### src/rtl/evctr_pkg.sv
package evctr_pkg;
  localparam int unsigned NCTR = 8;
  localparam int unsigned CW   = 32;
  localparam int unsigned SELW = 8;
  localparam int unsigned NEV  = 7;
  localparam int unsigned AW   = 12;
  localparam int unsigned DW   = 32;
  localparam int unsigned NFLT = 6;

  // Register offsets (software decodes these)
  localparam logic [AW-1:0] A_CTRL  = 12'h500;
  localparam logic [AW-1:0] A_SPARE = 12'h504;
  localparam logic [AW-1:0] A_ENSET = 12'h508;
  localparam logic [AW-1:0] A_ENCLR = 12'h50C;
  localparam logic [AW-1:0] A_IESET = 12'h510;
  localparam logic [AW-1:0] A_IECLR = 12'h514;
  localparam logic [AW-1:0] A_GANG  = 12'h718;
  localparam logic [AW-1:0] A_OVF   = 12'h740;
  localparam logic [AW-1:0] A_MSBM  = 12'h96C;
  localparam logic [AW-1:0] A_FLT   = 12'h300;
  localparam logic [AW-1:0] A_CCTL  = 12'h120;
  localparam logic [AW-1:0] A_ESEL  = 12'h220;
  localparam logic [AW-1:0] A_VAL   = 12'h420;

  // Selector codes
  localparam logic [SELW-1:0] SEL_CYC     = 8'h01;
  localparam logic [SELW-1:0] SEL_RD_HIT  = 8'h20;
  localparam logic [SELW-1:0] SEL_RD_MISS = 8'h21;
  localparam logic [SELW-1:0] SEL_DR_HIT  = 8'h22;
  localparam logic [SELW-1:0] SEL_DR_MISS = 8'h23;
  localparam logic [SELW-1:0] SEL_WR_HIT  = 8'h24;
  localparam logic [SELW-1:0] SEL_WR_MISS = 8'h25;

  function automatic logic pick_event(input logic [SELW-1:0] sel,
                                      input logic [NEV-1:0]  ev);
    logic hit;
    hit = 1'b0;
    case (sel)
      SEL_CYC:     hit = ev[0];
      SEL_RD_HIT:  hit = ev[1];
      SEL_RD_MISS: hit = ev[2];
      SEL_DR_HIT:  hit = ev[3];
      SEL_DR_MISS: hit = ev[4];
      SEL_WR_HIT:  hit = ev[5];
      SEL_WR_MISS: hit = ev[6];
      default:     hit = 1'b0;
    endcase
    return hit;
  endfunction
endpackage

### src/rtl/evctr_cfg.sv
module evctr_cfg import evctr_pkg::*; #(
  parameter int unsigned N     = NCTR,
  parameter int unsigned SEL_W = SELW
) (
  input  logic                     clk_i,
  input  logic                     rst_ni,
  input  logic                     we_i,
  input  logic [AW-1:0]            addr_i,
  input  logic [DW-1:0]            wdata_i,
  output logic                     glob_en_o,
  output logic                     clr_all_o,
  output logic [N-1:0]             cnt_en_o,
  output logic [N-1:0]             int_en_o,
  output logic [N-1:0]             gang_o,
  output logic [N-1:0]             msb_mode_o,
  output logic [N-1:0][SEL_W-1:0]  sel_o,
  output logic [DW-1:0]            rdata_o
);
  logic                      glob_q,  glob_d;
  logic [N-1:0]              en_q,    en_d;
  logic [N-1:0]              ie_q,    ie_d;
  logic [N-1:0]              gang_q,  gang_d;
  logic [N-1:0]              msb_q,   msb_d;
  logic [DW-1:0]             spare_q, spare_d;
  logic [NFLT-1:0][DW-1:0]   flt_q,   flt_d;
  logic [N-1:0][DW-1:0]      cctl_q,  cctl_d;
  logic [N-1:0][SEL_W-1:0]   sel_q,   sel_d;

  // next state
  always_comb begin
    glob_d  = glob_q;
    en_d    = en_q;
    ie_d    = ie_q;
    gang_d  = gang_q;
    msb_d   = msb_q;
    spare_d = spare_q;
    flt_d   = flt_q;
    cctl_d  = cctl_q;
    sel_d   = sel_q;
    if (we_i) begin
      if (addr_i == A_CTRL)  glob_d  = wdata_i[0];
      if (addr_i == A_SPARE) spare_d = wdata_i;
      if (addr_i == A_ENSET) en_d    = en_q | wdata_i[N-1:0];
      if (addr_i == A_ENCLR) en_d    = en_q & ~wdata_i[N-1:0];
      if (addr_i == A_IESET) ie_d    = ie_q | wdata_i[N-1:0];
      if (addr_i == A_IECLR) ie_d    = ie_q & ~wdata_i[N-1:0];
      if (addr_i == A_GANG)  gang_d  = wdata_i[N-1:0];
      if (addr_i == A_MSBM)  msb_d   = wdata_i[N-1:0];
      for (int i = 0; i < NFLT; i++) begin
        if (addr_i == A_FLT + AW'(4 * i)) flt_d[i] = wdata_i;
      end
      for (int n = 0; n < N; n++) begin
        if (addr_i == A_CCTL + AW'(8 * n)) cctl_d[n] = wdata_i;
        if (addr_i == A_ESEL + AW'(8 * n)) sel_d[n]  = wdata_i[SEL_W-1:0];
      end
    end
  end

  // registers, enabled by the write strobe
  always_ff @(posedge clk_i or negedge rst_ni) begin
    if (!rst_ni) begin
      glob_q  <= 1'b0;
      en_q    <= '0;
      ie_q    <= '0;
      gang_q  <= '0;
      msb_q   <= '0;
      spare_q <= '0;
      flt_q   <= '0;
      cctl_q  <= '0;
      sel_q   <= '0;
    end else if (we_i) begin
      glob_q  <= glob_d;
      en_q    <= en_d;
      ie_q    <= ie_d;
      gang_q  <= gang_d;
      msb_q   <= msb_d;
      spare_q <= spare_d;
      flt_q   <= flt_d;
      cctl_q  <= cctl_d;
      sel_q   <= sel_d;
    end
  end

  // read side
  always_comb begin
    rdata_o = '0;
    if (addr_i == A_CTRL)                        rdata_o[0]     = glob_q;
    if (addr_i == A_SPARE)                       rdata_o        = spare_q;
    if (addr_i == A_ENSET || addr_i == A_ENCLR)  rdata_o[N-1:0] = en_q;
    if (addr_i == A_IESET || addr_i == A_IECLR)  rdata_o[N-1:0] = ie_q;
    if (addr_i == A_GANG)                        rdata_o[N-1:0] = gang_q;
    if (addr_i == A_MSBM)                        rdata_o[N-1:0] = msb_q;
    for (int i = 0; i < NFLT; i++) begin
      if (addr_i == A_FLT + AW'(4 * i)) rdata_o = flt_q[i];
    end
    for (int n = 0; n < N; n++) begin
      if (addr_i == A_CCTL + AW'(8 * n)) rdata_o = cctl_q[n];
      if (addr_i == A_ESEL + AW'(8 * n)) rdata_o[SEL_W-1:0] = sel_q[n];
    end
  end

  assign glob_en_o  = glob_q;
  assign clr_all_o  = we_i && (addr_i == A_CTRL) && wdata_i[1];
  assign cnt_en_o   = en_q;
  assign int_en_o   = ie_q;
  assign gang_o     = gang_q;
  assign msb_mode_o = msb_q;
  assign sel_o      = sel_q;
endmodule

### src/rtl/evctr_incgen.sv
module evctr_incgen import evctr_pkg::*; #(
  parameter int unsigned N     = NCTR,
  parameter int unsigned CTR_W = CW,
  parameter int unsigned SEL_W = SELW
) (
  input  logic                     glob_en_i,
  input  logic [N-1:0]             cnt_en_i,
  input  logic [N-1:0]             gang_i,
  input  logic [N-1:0]             hold_i,
  input  logic [N-1:0][SEL_W-1:0]  sel_i,
  input  logic [NEV-1:0]           ev_i,
  input  logic [N-1:0][CTR_W-1:0]  cnt_i,
  output logic [N-1:0]             inc_o
);
  logic [N-1:0] src;
  logic [N-1:0] wrap;

  // Walk counters upward so an odd counter sees the wrap of its even partner
  always_comb begin
    src   = '0;
    wrap  = '0;
    inc_o = '0;
    for (int n = 0; n < N; n++) begin
      src[n] = pick_event(sel_i[n], ev_i);
      if (((n % 2) == 1) && gang_i[n]) src[n] = wrap[n & ~1];
      inc_o[n] = glob_en_i & cnt_en_i[n] & src[n] & ~hold_i[n];
      wrap[n]  = inc_o[n] & (&cnt_i[n]);
    end
  end
endmodule

### src/rtl/evctr_slice.sv
module evctr_slice #(
  parameter int unsigned CTR_W = 32
) (
  input  logic              clk_i,
  input  logic              rst_ni,
  input  logic              clr_i,
  input  logic              wr_i,
  input  logic [CTR_W-1:0]  wdata_i,
  input  logic              inc_i,
  input  logic              msb_mode_i,
  output logic [CTR_W-1:0]  cnt_o,
  output logic              ovf_o
);
  logic [CTR_W-1:0] cnt_q, cnt_d;
  logic             upd;

  always_comb begin
    cnt_d = cnt_q;
    if (clr_i)      cnt_d = '0;
    else if (wr_i)  cnt_d = wdata_i;
    else if (inc_i) cnt_d = cnt_q + CTR_W'(1);
  end

  assign upd = clr_i | wr_i | inc_i;

  always_ff @(posedge clk_i or negedge rst_ni) begin
    if (!rst_ni)  cnt_q <= '0;
    else if (upd) cnt_q <= cnt_d;
  end

  // inc_i is already suppressed by a clear or a write
  assign ovf_o = inc_i & (msb_mode_i ? (&cnt_q[CTR_W-2:0]) : (&cnt_q));
  assign cnt_o = cnt_q;
endmodule

### src/rtl/evctr_ovf.sv
module evctr_ovf import evctr_pkg::*; #(
  parameter int unsigned N = NCTR
) (
  input  logic           clk_i,
  input  logic           rst_ni,
  input  logic           clr_all_i,
  input  logic           we_i,
  input  logic [AW-1:0]  addr_i,
  input  logic [DW-1:0]  wdata_i,
  input  logic [N-1:0]   set_i,
  input  logic [N-1:0]   int_en_i,
  output logic [N-1:0]   flags_o,
  output logic           irq_o
);
  logic [N-1:0] flg_q, flg_d, w1c;
  logic         upd;

  assign w1c = (we_i && addr_i == A_OVF) ? wdata_i[N-1:0] : '0;

  always_comb begin
    if (clr_all_i) flg_d = '0;
    else           flg_d = (flg_q & ~w1c) | set_i;
  end

  assign upd = clr_all_i | (|w1c) | (|set_i);

  always_ff @(posedge clk_i or negedge rst_ni) begin
    if (!rst_ni)  flg_q <= '0;
    else if (upd) flg_q <= flg_d;
  end

  assign flags_o = flg_q;
  assign irq_o   = |(flg_q & int_en_i);
endmodule

### src/rtl/evctr_bank.sv
module evctr_bank import evctr_pkg::*; #(
  parameter int unsigned NUM_CTR = NCTR,
  parameter int unsigned CTR_W   = CW,
  parameter int unsigned SEL_W   = SELW
) (
  input  logic            clk,
  input  logic            rst_n,
  input  logic            reg_we,
  input  logic [AW-1:0]   reg_addr,
  input  logic [DW-1:0]   reg_wdata,
  output logic [DW-1:0]   reg_rdata,
  input  logic [NEV-1:0]  evt_i,
  output logic            irq_o
);
  // reset: asserted asynchronously, released on the clock
  logic [1:0] rst_sq;
  logic       rst_sync_n;
  always_ff @(posedge clk or negedge rst_n) begin
    if (!rst_n) rst_sq <= '0;
    else        rst_sq <= {rst_sq[0], 1'b1};
  end
  assign rst_sync_n = rst_sq[1];

  logic                           glob_en, clr_all;
  logic [NUM_CTR-1:0]             cnt_en, int_en, gang, msb_mode;
  logic [NUM_CTR-1:0][SEL_W-1:0]  sel;
  logic [DW-1:0]                  cfg_rdata;
  logic [NUM_CTR-1:0][CTR_W-1:0]  cnt_all;
  logic [NUM_CTR-1:0]             wr_hit, hold, inc, ovf_set, ovf_flags;

  evctr_cfg #(.N(NUM_CTR), .SEL_W(SEL_W)) u_cfg (
    .clk_i(clk), .rst_ni(rst_sync_n), .we_i(reg_we), .addr_i(reg_addr),
    .wdata_i(reg_wdata), .glob_en_o(glob_en), .clr_all_o(clr_all),
    .cnt_en_o(cnt_en), .int_en_o(int_en), .gang_o(gang),
    .msb_mode_o(msb_mode), .sel_o(sel), .rdata_o(cfg_rdata)
  );

  assign hold = wr_hit | {NUM_CTR{clr_all}};

  evctr_incgen #(.N(NUM_CTR), .CTR_W(CTR_W), .SEL_W(SEL_W)) u_inc (
    .glob_en_i(glob_en), .cnt_en_i(cnt_en), .gang_i(gang), .hold_i(hold),
    .sel_i(sel), .ev_i(evt_i), .cnt_i(cnt_all), .inc_o(inc)
  );

  for (genvar g = 0; g < NUM_CTR; g++) begin : g_ctr
    assign wr_hit[g] = reg_we && (reg_addr == A_VAL + AW'(8 * g));
    evctr_slice #(.CTR_W(CTR_W)) u_slice (
      .clk_i(clk), .rst_ni(rst_sync_n), .clr_i(clr_all), .wr_i(wr_hit[g]),
      .wdata_i(reg_wdata[CTR_W-1:0]), .inc_i(inc[g]),
      .msb_mode_i(msb_mode[g]), .cnt_o(cnt_all[g]), .ovf_o(ovf_set[g])
    );
  end

  evctr_ovf #(.N(NUM_CTR)) u_ovf (
    .clk_i(clk), .rst_ni(rst_sync_n), .clr_all_i(clr_all), .we_i(reg_we),
    .addr_i(reg_addr), .wdata_i(reg_wdata), .set_i(ovf_set),
    .int_en_i(int_en), .flags_o(ovf_flags), .irq_o(irq_o)
  );

  always_comb begin
    reg_rdata = cfg_rdata;
    if (reg_addr == A_OVF) reg_rdata = reg_rdata | DW'(ovf_flags);
    for (int n = 0; n < NUM_CTR; n++) begin
      if (reg_addr == A_VAL + AW'(8 * n)) reg_rdata = reg_rdata | DW'(cnt_all[n]);
    end
  end
endmodule

### config.mk
export PLATFORM = sky130hd
export DESIGN_NAME = evctr_bank
export DESIGN_NICKNAME = d
export VERILOG_FILES = /design/src/rtl/evctr_pkg.sv /design/src/rtl/evctr_cfg.sv /design/src/rtl/evctr_incgen.sv /design/src/rtl/evctr_slice.sv /design/src/rtl/evctr_ovf.sv /design/src/rtl/evctr_bank.sv
export SDC_FILE = /design/constraint.sdc
export NUM_CORES = 2
export LEC_CHECK = 0
export ABC_AREA = 0
export ABC_CLOCK_PERIOD_IN_PS = 23700
export BUFFER_PORTS_ARGS = -buffer_cell sky130_fd_sc_hd__buf_2
export CELL_PAD_IN_SITES_DETAIL_PLACEMENT = 1
export CELL_PAD_IN_SITES_GLOBAL_PLACEMENT = 1
export CORE_AREA = 4 4 318 320
export CTS_CLUSTER_SIZE = 24
export DETAILED_ROUTE_END_ITERATION = 7
export DIE_AREA = 0 0 322 324
export PLACE_DENSITY = 0.78
export SYNTH_ARGS = -nofsm -noshare
export SYNTH_HDL_FRONTEND = slang
export SYNTH_SLANG_ARGS = --single-unit
### constraint.sdc
create_clock -name clk -period 23.7 [get_ports clk]
set_input_delay 3.555 -clock clk [delete_from_list [all_inputs] [get_ports clk]]
set_output_delay 3.555 -clock clk [all_outputs]
set_load 0.005 [all_outputs]
== Yosys cells after proc, flatten, opt, wreduce, memory -nomap -nowiden ==
Cells that the tools add are included.

* Flip-flop bits (word level): 843
* Output and inout bits: 33

* $add $sub $neg: 8
* Equal/unequal tests: 95
* Mux-type cells: 87
* Bitwise operators: 81
* Reductions and logical operators: 78

{| class="wikitable"
|+ Operator list
! operator !! number
|-
| 32-bit 2-to-1 mux || 48
|-
| 8-bit by 6-bit equality test with 1-bit output (second input constant) || 48
|-
| 32-bit by 1-bit adder with 32-bit output (second input constant) || 8
|-
| 32-bit OR || 8
|-
| 32-bit AND reduction || 8
|-
| 31-bit AND reduction || 8
|-
| 12-bit by 11-bit equality test with 1-bit output (second input constant) || 16
|-
| 12-bit by 10-bit equality test with 1-bit output (second input constant) || 14
|-
| 8-bit 2-to-1 mux || 18
|-
| 12-bit by 9-bit equality test with 1-bit output (second input constant) || 8
|-
| 2-bit AND reduction || 36
|-
| 8-bit by 1-bit equality test with 1-bit output (second input constant) || 8
|-
| 1-bit one-hot mux with 7 select lines || 8
|-
| 1-bit bitwise AND || 36
|-
| 8-bit bitwise AND || 4
|-
| 32-bit by 8-bit OR with 32-bit output || 1
|-
| 8-bit OR || 4
|-
| 3-bit nonzero test || 8
|-
| 8-bit OR reduction || 3
|-
| 1-bit OR || 18
|-
| 8-bit NOT || 2
|-
| 1-bit 2-to-1 mux || 13
|-
| 12-bit equality test (second input constant) || 1
|-
| 1-bit logical AND || 11
|-
| other kinds (3) || 12
|}

== Longest topological paths before layout ==
* Word-level depth: 47
* Mapped depth: 11

== Hierarchy ==
From an unflattened synthesis, not the netlist that was laid out.

* Cell total of the unflattened synthesis: 4992
* Area, all modules: 50059.3 um^2

{| class="wikitable"
|+ By module, submodules not included
! module !! instances !! cells an instance !! area an instance (um^2) !! sequential area each (um^2)
|-
| evctr_cfg || 1 || 2218 || 27083.5 || 14438.8
|-
| evctr_slice (g_ctr[0].u_slice ...) || 7 || 282 || 2389.8 || 800.8
|-
| evctr_bank || 1 || 370 || 2651.3 || 50.0
|-
| evctr_slice (g_ctr[7].u_slice) || 1 || 236 || 2021.9 || 800.8
|-
| evctr_incgen || 1 || 151 || 1141.1 || 0.0
|-
| evctr_ovf || 1 || 43 || 432.9 || 200.2
|}

== Worst setup path after synthesis ==
Ideal clock, no wire load.

* Path kind: in2out
* Start point: in reg_addr[4]
* End point: out reg_rdata[6]
* Arrival: 5.695 ns
* Setup slack: 14.450 ns
* Stages: 9
* Path buffers: 2
* Path through: buf_2 -> or4b_2 -> clkbuf_1 -> nor3_2 -> a221oi_1 -> nand2_1 -> a21oi_1 -> o31a_1 -> o41ai_1

* Longest elaborated chain between the ends: 46
* Elaborated cells on any way between the ends: 85

{| class="wikitable"
|+ RTL lines
! item !! RTL line !! RTL
|-
| start: declaration || evctr_bank.sv:9 || <nowiki>input logic [AW-1:0] reg_addr,</nowiki>
|-
| 12-bit by 11-bit equality test with 1-bit output, on equally long branches || evctr_cfg.sv:88, evctr_cfg.sv:89 ||
|-
| 32-bit 2-to-1 mux or 1-bit logical OR (tied branches) || evctr_cfg.sv:88, evctr_cfg.sv:89 ||
|-
| 8-bit 2-to-1 mux || evctr_cfg.sv:89 || <nowiki>if (addr_i == A_ENSET || addr_i == A_ENCLR) rdata_o[N-1:0] = en_q;</nowiki>
|-
| 8-bit 2-to-1 mux || evctr_cfg.sv:90 || <nowiki>if (addr_i == A_IESET || addr_i == A_IECLR) rdata_o[N-1:0] = ie_q;</nowiki>
|-
| 8-bit 2-to-1 mux || evctr_cfg.sv:91 || <nowiki>if (addr_i == A_GANG) rdata_o[N-1:0] = gang_q;</nowiki>
|-
| 8-bit 2-to-1 mux || evctr_cfg.sv:92 || <nowiki>if (addr_i == A_MSBM) rdata_o[N-1:0] = msb_q;</nowiki>
|-
| 32-bit 2-to-1 mux (6 in series) || evctr_cfg.sv:94 || <nowiki>if (addr_i == A_FLT + AW'(4 * i)) rdata_o = flt_q[i];</nowiki>
|-
| 32-bit 2-to-1 mux || evctr_cfg.sv:97 || <nowiki>if (addr_i == A_CCTL + AW'(8 * n)) rdata_o = cctl_q[n];</nowiki>
|-
| (+25 left out) || - ||
|-
| 32-bit OR || evctr_bank.sv:64 || <nowiki>if (reg_addr == A_VAL + AW'(8 * n)) reg_rdata = reg_rdata | DW'(cnt_all[n]);</nowiki>
|-
| 32-bit 2-to-1 mux || evctr_bank.sv:64 ||
|-
| 32-bit OR || evctr_bank.sv:64 ||
|-
| 32-bit 2-to-1 mux || evctr_bank.sv:64 ||
|-
| 32-bit OR || evctr_bank.sv:64 ||
|-
| 32-bit 2-to-1 mux || evctr_bank.sv:64 ||
|-
| 32-bit OR || evctr_bank.sv:64 ||
|-
| 32-bit 2-to-1 mux (*) || evctr_bank.sv:64 ||
|-
| end: declaration || evctr_bank.sv:11 || <nowiki>output logic [DW-1:0] reg_rdata,</nowiki>
|}

Mark *: on every way between the ends. The rest lies on a longest branch, timed or not.

== Worst setup path after layout ==
* Start point: in reg_addr[10]
* End point: out reg_rdata[11]

* Longest elaborated chain between the ends: 34
* Elaborated cells on any way between the ends: 57

{| class="wikitable"
|+ RTL lines
! item !! RTL line !! RTL
|-
| 12-bit by 11-bit equality test with 1-bit output || evctr_cfg.sv:88 || <nowiki>if (addr_i == A_SPARE) rdata_o = spare_q;</nowiki>
|-
| 32-bit 2-to-1 mux || evctr_cfg.sv:88 ||
|-
| 32-bit 2-to-1 mux (6 in series) || evctr_cfg.sv:94 ||
|-
| 32-bit 2-to-1 mux (8 in series) || evctr_cfg.sv:97 ||
|-
| 32-bit by 8-bit OR with 32-bit output || evctr_bank.sv:62 || <nowiki>if (reg_addr == A_OVF) reg_rdata = reg_rdata | DW'(ovf_flags);</nowiki>
|-
| 32-bit 2-to-1 mux || evctr_bank.sv:62 ||
|-
| 32-bit OR || evctr_bank.sv:64 ||
|-
| 32-bit 2-to-1 mux || evctr_bank.sv:64 ||
|-
| (+6 left out) || - ||
|-
| 32-bit OR || evctr_bank.sv:64 ||
|-
| 32-bit 2-to-1 mux || evctr_bank.sv:64 ||
|-
| 32-bit OR || evctr_bank.sv:64 ||
|-
| 32-bit 2-to-1 mux || evctr_bank.sv:64 ||
|-
| 32-bit OR || evctr_bank.sv:64 ||
|-
| 32-bit 2-to-1 mux || evctr_bank.sv:64 ||
|-
| 32-bit OR || evctr_bank.sv:64 ||
|-
| 32-bit 2-to-1 mux (*) || evctr_bank.sv:64 ||
|}

Marks and branches as above.

==> results.txt <==
- TritonCTS clock tree: built
- Relative to the synthesized area, the layout overhead comes to 10.7%.
* Leakage: about 23 nW
* Antenna Violating Nets Remaining: 0
- The hold violation total from the final report was 0.
* GP Congestion: slightly below 1
- In the final layout, the share of cells above drive strength 1 is 0.224.
- Distinct cell type count after synthesis: 94
- The die covers ~100000 um^2.
- Of all nets on the critical path, the largest fanout is 13.
- VDD IR max: just under 0.05 mV
- Overall global routing resource usage: 0.364
- Class of the most critical setup path: primary input to output pin
- The pre-antenna-repair detailed-routing pass consisted of 8 iterations.
* Unrepaired setup endpoints after global routing: false
- Top library cells by usage in the layout, fill and taps aside: sky130_fd_sc_hd__dfrtp_1, sky130_fd_sc_hd__mux2_2, sky130_fd_sc_hd__o21ai_0
- The number of nets in the synthesized netlist is around 4500.
- Maximum frequency from static timing analysis: a little under 90 MHz
* CTS clock-pin slew for the worst setup and hold paths: approximately 0.050 ns
* Share of the yosys chip area belonging to registers: 0.468
- Global-route wire length before repair: 283000 um
- DIE WIDTH: about 320 um
* Crit path arrival time: about 7.7 ns
* Hold buffer count at cts: 0
- Timing startpoint of the critical path: reg_addr[10]
- A synthesized cell averages 10.2 um^2.
- Class of the most critical hold timing path: register to register
- Net count of the finished layout: roughly 4400
* Clock Sink Count: roughly 840
* Hold_ws: between 0.3 and 0.4 ns
- Share of the clock period used by the worst path: 0.474
* Iteration-0 DRC count of the detailed router: 5227
- Total via count in the routed design: between 40000 and 50000
- Worst Tran Pin Value: around 1.2 ns
* Number of synthesized flops with an enable pin: 0
- TritonCTS created between 90 and 100 clock buffers.
* WL/cell: roughly 34 um
- IO Pins: 87
- From bottom edge to top edge, the die measures between 300 and 400 um.
* Area of the mapped netlist: between 40000 and 50000 um^2
- Buffer levels on the longest clock path: 3
- Post-cts resize count: 0
- Async S/R FF share, synth: 1.00
- Aggregate routed wire length: between 150000 and 200000 um
- The worst register-to-register path begins at u_cfg.sel_o[19]$_DFFE_PN0P_.
- The smallest clock period supported by the final layout is computed as ~11 ns.
- Area of the core: about 100000 um^2
- Initial core utilization: 0.459
- #FFs+latches synth: ~840
- Ratio of total power to cell area: approximately 62 nW/um^2
- Data on the critical path is required at its endpoint by 20.15 ns.
- Nature of the critical path startpoint: primary input
- Final setup violation count: 0
* Leading cell type in the layout, fill and taps excluded: sky130_fd_sc_hd__dfrtp_1
* Pin count of the biggest net entering global routing: roughly 140
* Detailed-route DRC error count: 12
- After layout, the design draws a total of slightly above 0.003 W.
- Among all flip-flop cells after synthesis, the most frequent one is sky130_fd_sc_hd__dfrtp_1.
- H-tree depth: 3
- Maximum clock skew at final layout: approximately 0.053 ns
- Initial antenna violation count: 10
- Final global-route overflow total: 0
* Total of buffers placed on input and output ports: 86
- Yosys warns: 0
* Reported max-cap violation count: 0
- Clock latency at the later pin of the worst-skew pair: approximately 0.7 ns
- Setup total negative slack on the finished layout was measured at 0 ns.
- The via count of the first global-routing pass is roughly 40000.
* CTS root buffer: sky130_fd_sc_hd__clkbuf_16
* Hold Crit Start: rst_sq[0]$_DFF_PN0_
- Using the TritonRoute via totals, the vias-per-cell ratio works out to between 7 and 8.
- The run finished, with violations left.
- Number of standard cells after synthesis: between 4000 and 5000
- In this run the post-CTS setup repair buffer count came out at 0.
* Relative slew slack: 0.175
- Once detailed placement completed, the half-perimeter wirelength came to 129000 um.
- Total count of max-transition violations in the final report: 0
- In this run the core area contains around 120 standard-cell rows.
- The worst setup path is captured at an output pin.
* Failing checks: DRC
area by class of cell:
class,count,area [um^2]
clock buffers,138,2780
multi-input cells,3130,22500
clock inverters,35,444
flip-flops and latches,843,21100
repair buffers,195,1270
diodes,5,12.5
inverters,40,150
well taps,1287,1610
fillers,10678,48300
logic make-up after synthesis:
logic type,count (synthesis),share of synthesized area
multiplexers,572,0.144
AO/OA/AOI/OAI,1150,0.167
buffers and inverters,424,0.0376
flip-flops,843,0.468
other,1,0.0000833
AND/OR/NAND/NOR,1170,0.137
adder cells (fa/ha/maj),8,0.00222
XOR/XNOR,229,0.0445
worst paths after layout:
path,endpoint,slack [ns],cells past startpoint
setup / recovery,reg_rdata[11],12.46,9
hold / removal,rst_sq[1]$_DFF_PN0_,0.35,0
setup reg to reg,g_ctr[2].u_slice.cnt_o[28]$_DFFE_PN0P_,20.12,7
hold reg to reg,rst_sq[1]$_DFF_PN0_,0.35,0
max in group asynchronous,u_cfg.flt_q[188]$_DFFE_PN0P_,20.14,3
min in group asynchronous,u_cfg.flt_q[160]$_DFFE_PN0P_,0.41,0
per-stage QoR:
step                utilization  area (um^2)  setup WS, ns  instances
floorplan                     -        45000         10.01       4397
global placement          0.475        46600         12.77       5495
detailed placement        0.475        46600         12.64       5495
CTS                       0.508        49900         12.65       5668
global route              0.508        49900         12.38       5669
finish                    0.508        49900         12.46       5673
synth_stat cells (14+ instances only):
cell                        instances  area (um^2)
sky130_fd_sc_hd__a21oi_1          269         1350
sky130_fd_sc_hd__nand3_1          146          731
sky130_fd_sc_hd__nand4_1          103          644
sky130_fd_sc_hd__a22oi_1          148         1110
sky130_fd_sc_hd__xnor2_1          101          885
sky130_fd_sc_hd__nor4b_1           16          140
sky130_fd_sc_hd__a211oi_1          63          473
sky130_fd_sc_hd__and3_1            80          500
sky130_fd_sc_hd__a222oi_1          23          230
sky130_fd_sc_hd__o31ai_1           15          113
sky130_fd_sc_hd__dfrtp_1          843        21100
sky130_fd_sc_hd__a22o_1            37          324
sky130_fd_sc_hd__xor2_1           128         1120
sky130_fd_sc_hd__buf_1             41          154
sky130_fd_sc_hd__nand2b_1          14         87.6
sky130_fd_sc_hd__nand2_1          289         1080
sky130_fd_sc_hd__o22ai_1           54          338
sky130_fd_sc_hd__o21ai_0          307         1540
sky130_fd_sc_hd__nor2_1           214          803
sky130_fd_sc_hd__buf_2             68          340
sky130_fd_sc_hd__o211ai_1          30          225
sky130_fd_sc_hd__o2111ai_1         32          280
sky130_fd_sc_hd__clkbuf_1         268         1010
sky130_fd_sc_hd__nor3_2            17          170
sky130_fd_sc_hd__mux2_2           543         6110
sky130_fd_sc_hd__nor4_1            40          250
sky130_fd_sc_hd__nor3_1           101          505
sky130_fd_sc_hd__and2_1            26          163
sky130_fd_sc_hd__inv_1             40          150
sky130_fd_sc_hd__a221oi_1          53          464
sky130_fd_sc_hd__mux2i_1           24          240
sky130_fd_sc_hd__o221ai_1          18          158
sky130_fd_sc_hd__and4_1            27          236
layer usage:
| metal | vias up | track usage | wire length [um] | share of wire |
|---|---|---|---|---|
| li1 | 16227 | - | - | - |
| met1 | 20847 | 0.476 | 73500 | 0.38 |
| met2 | 2537 | 0.552 | 84200 | 0.44 |
| met3 | 631 | 0.0912 | 22000 | 0.11 |
| met4 | 2 | 0.211 | 13000 | 0.067 |
| met5 | - | 0 | 13 | 0.000067 |
state kept, by name, indices dropped and copies added (netlist names), named ones only:
register,cells
g_ctr.u_slice.cnt_o,256
u_cfg.msb_mode_o,8
u_cfg.flt_q,192
u_cfg.gang_o,8
rst_sq,2
u_cfg.glob_en_o,1
u_cfg.cctl_q,256
u_cfg.sel_o,64
u_ovf.flags_o,8
u_cfg.spare_q,32
worst max-delay path: stages:
cell                        delay, ns
sky130_fd_sc_hd__buf_2           0.18
sky130_fd_sc_hd__nand4bb_1       0.75
sky130_fd_sc_hd__nor2_1          1.12
sky130_fd_sc_hd__nand2_1         0.13
sky130_fd_sc_hd__a21oi_1         0.36
sky130_fd_sc_hd__a21oi_1         0.18
sky130_fd_sc_hd__nor4b_1         0.62
sky130_fd_sc_hd__o2111ai_1       0.51
sky130_fd_sc_hd__buf_2           0.28
report_power, final:
part           total [W]  switching [W]  leakage, nW  internal (W)
sequential       0.00146      0.0000132         11.7       0.00145
clock            0.00153       0.000667         1.58      0.000867
combinational   0.000116      0.0000952         9.28     0.0000204
No activity file was read; power rests on OpenSTA's default activity.
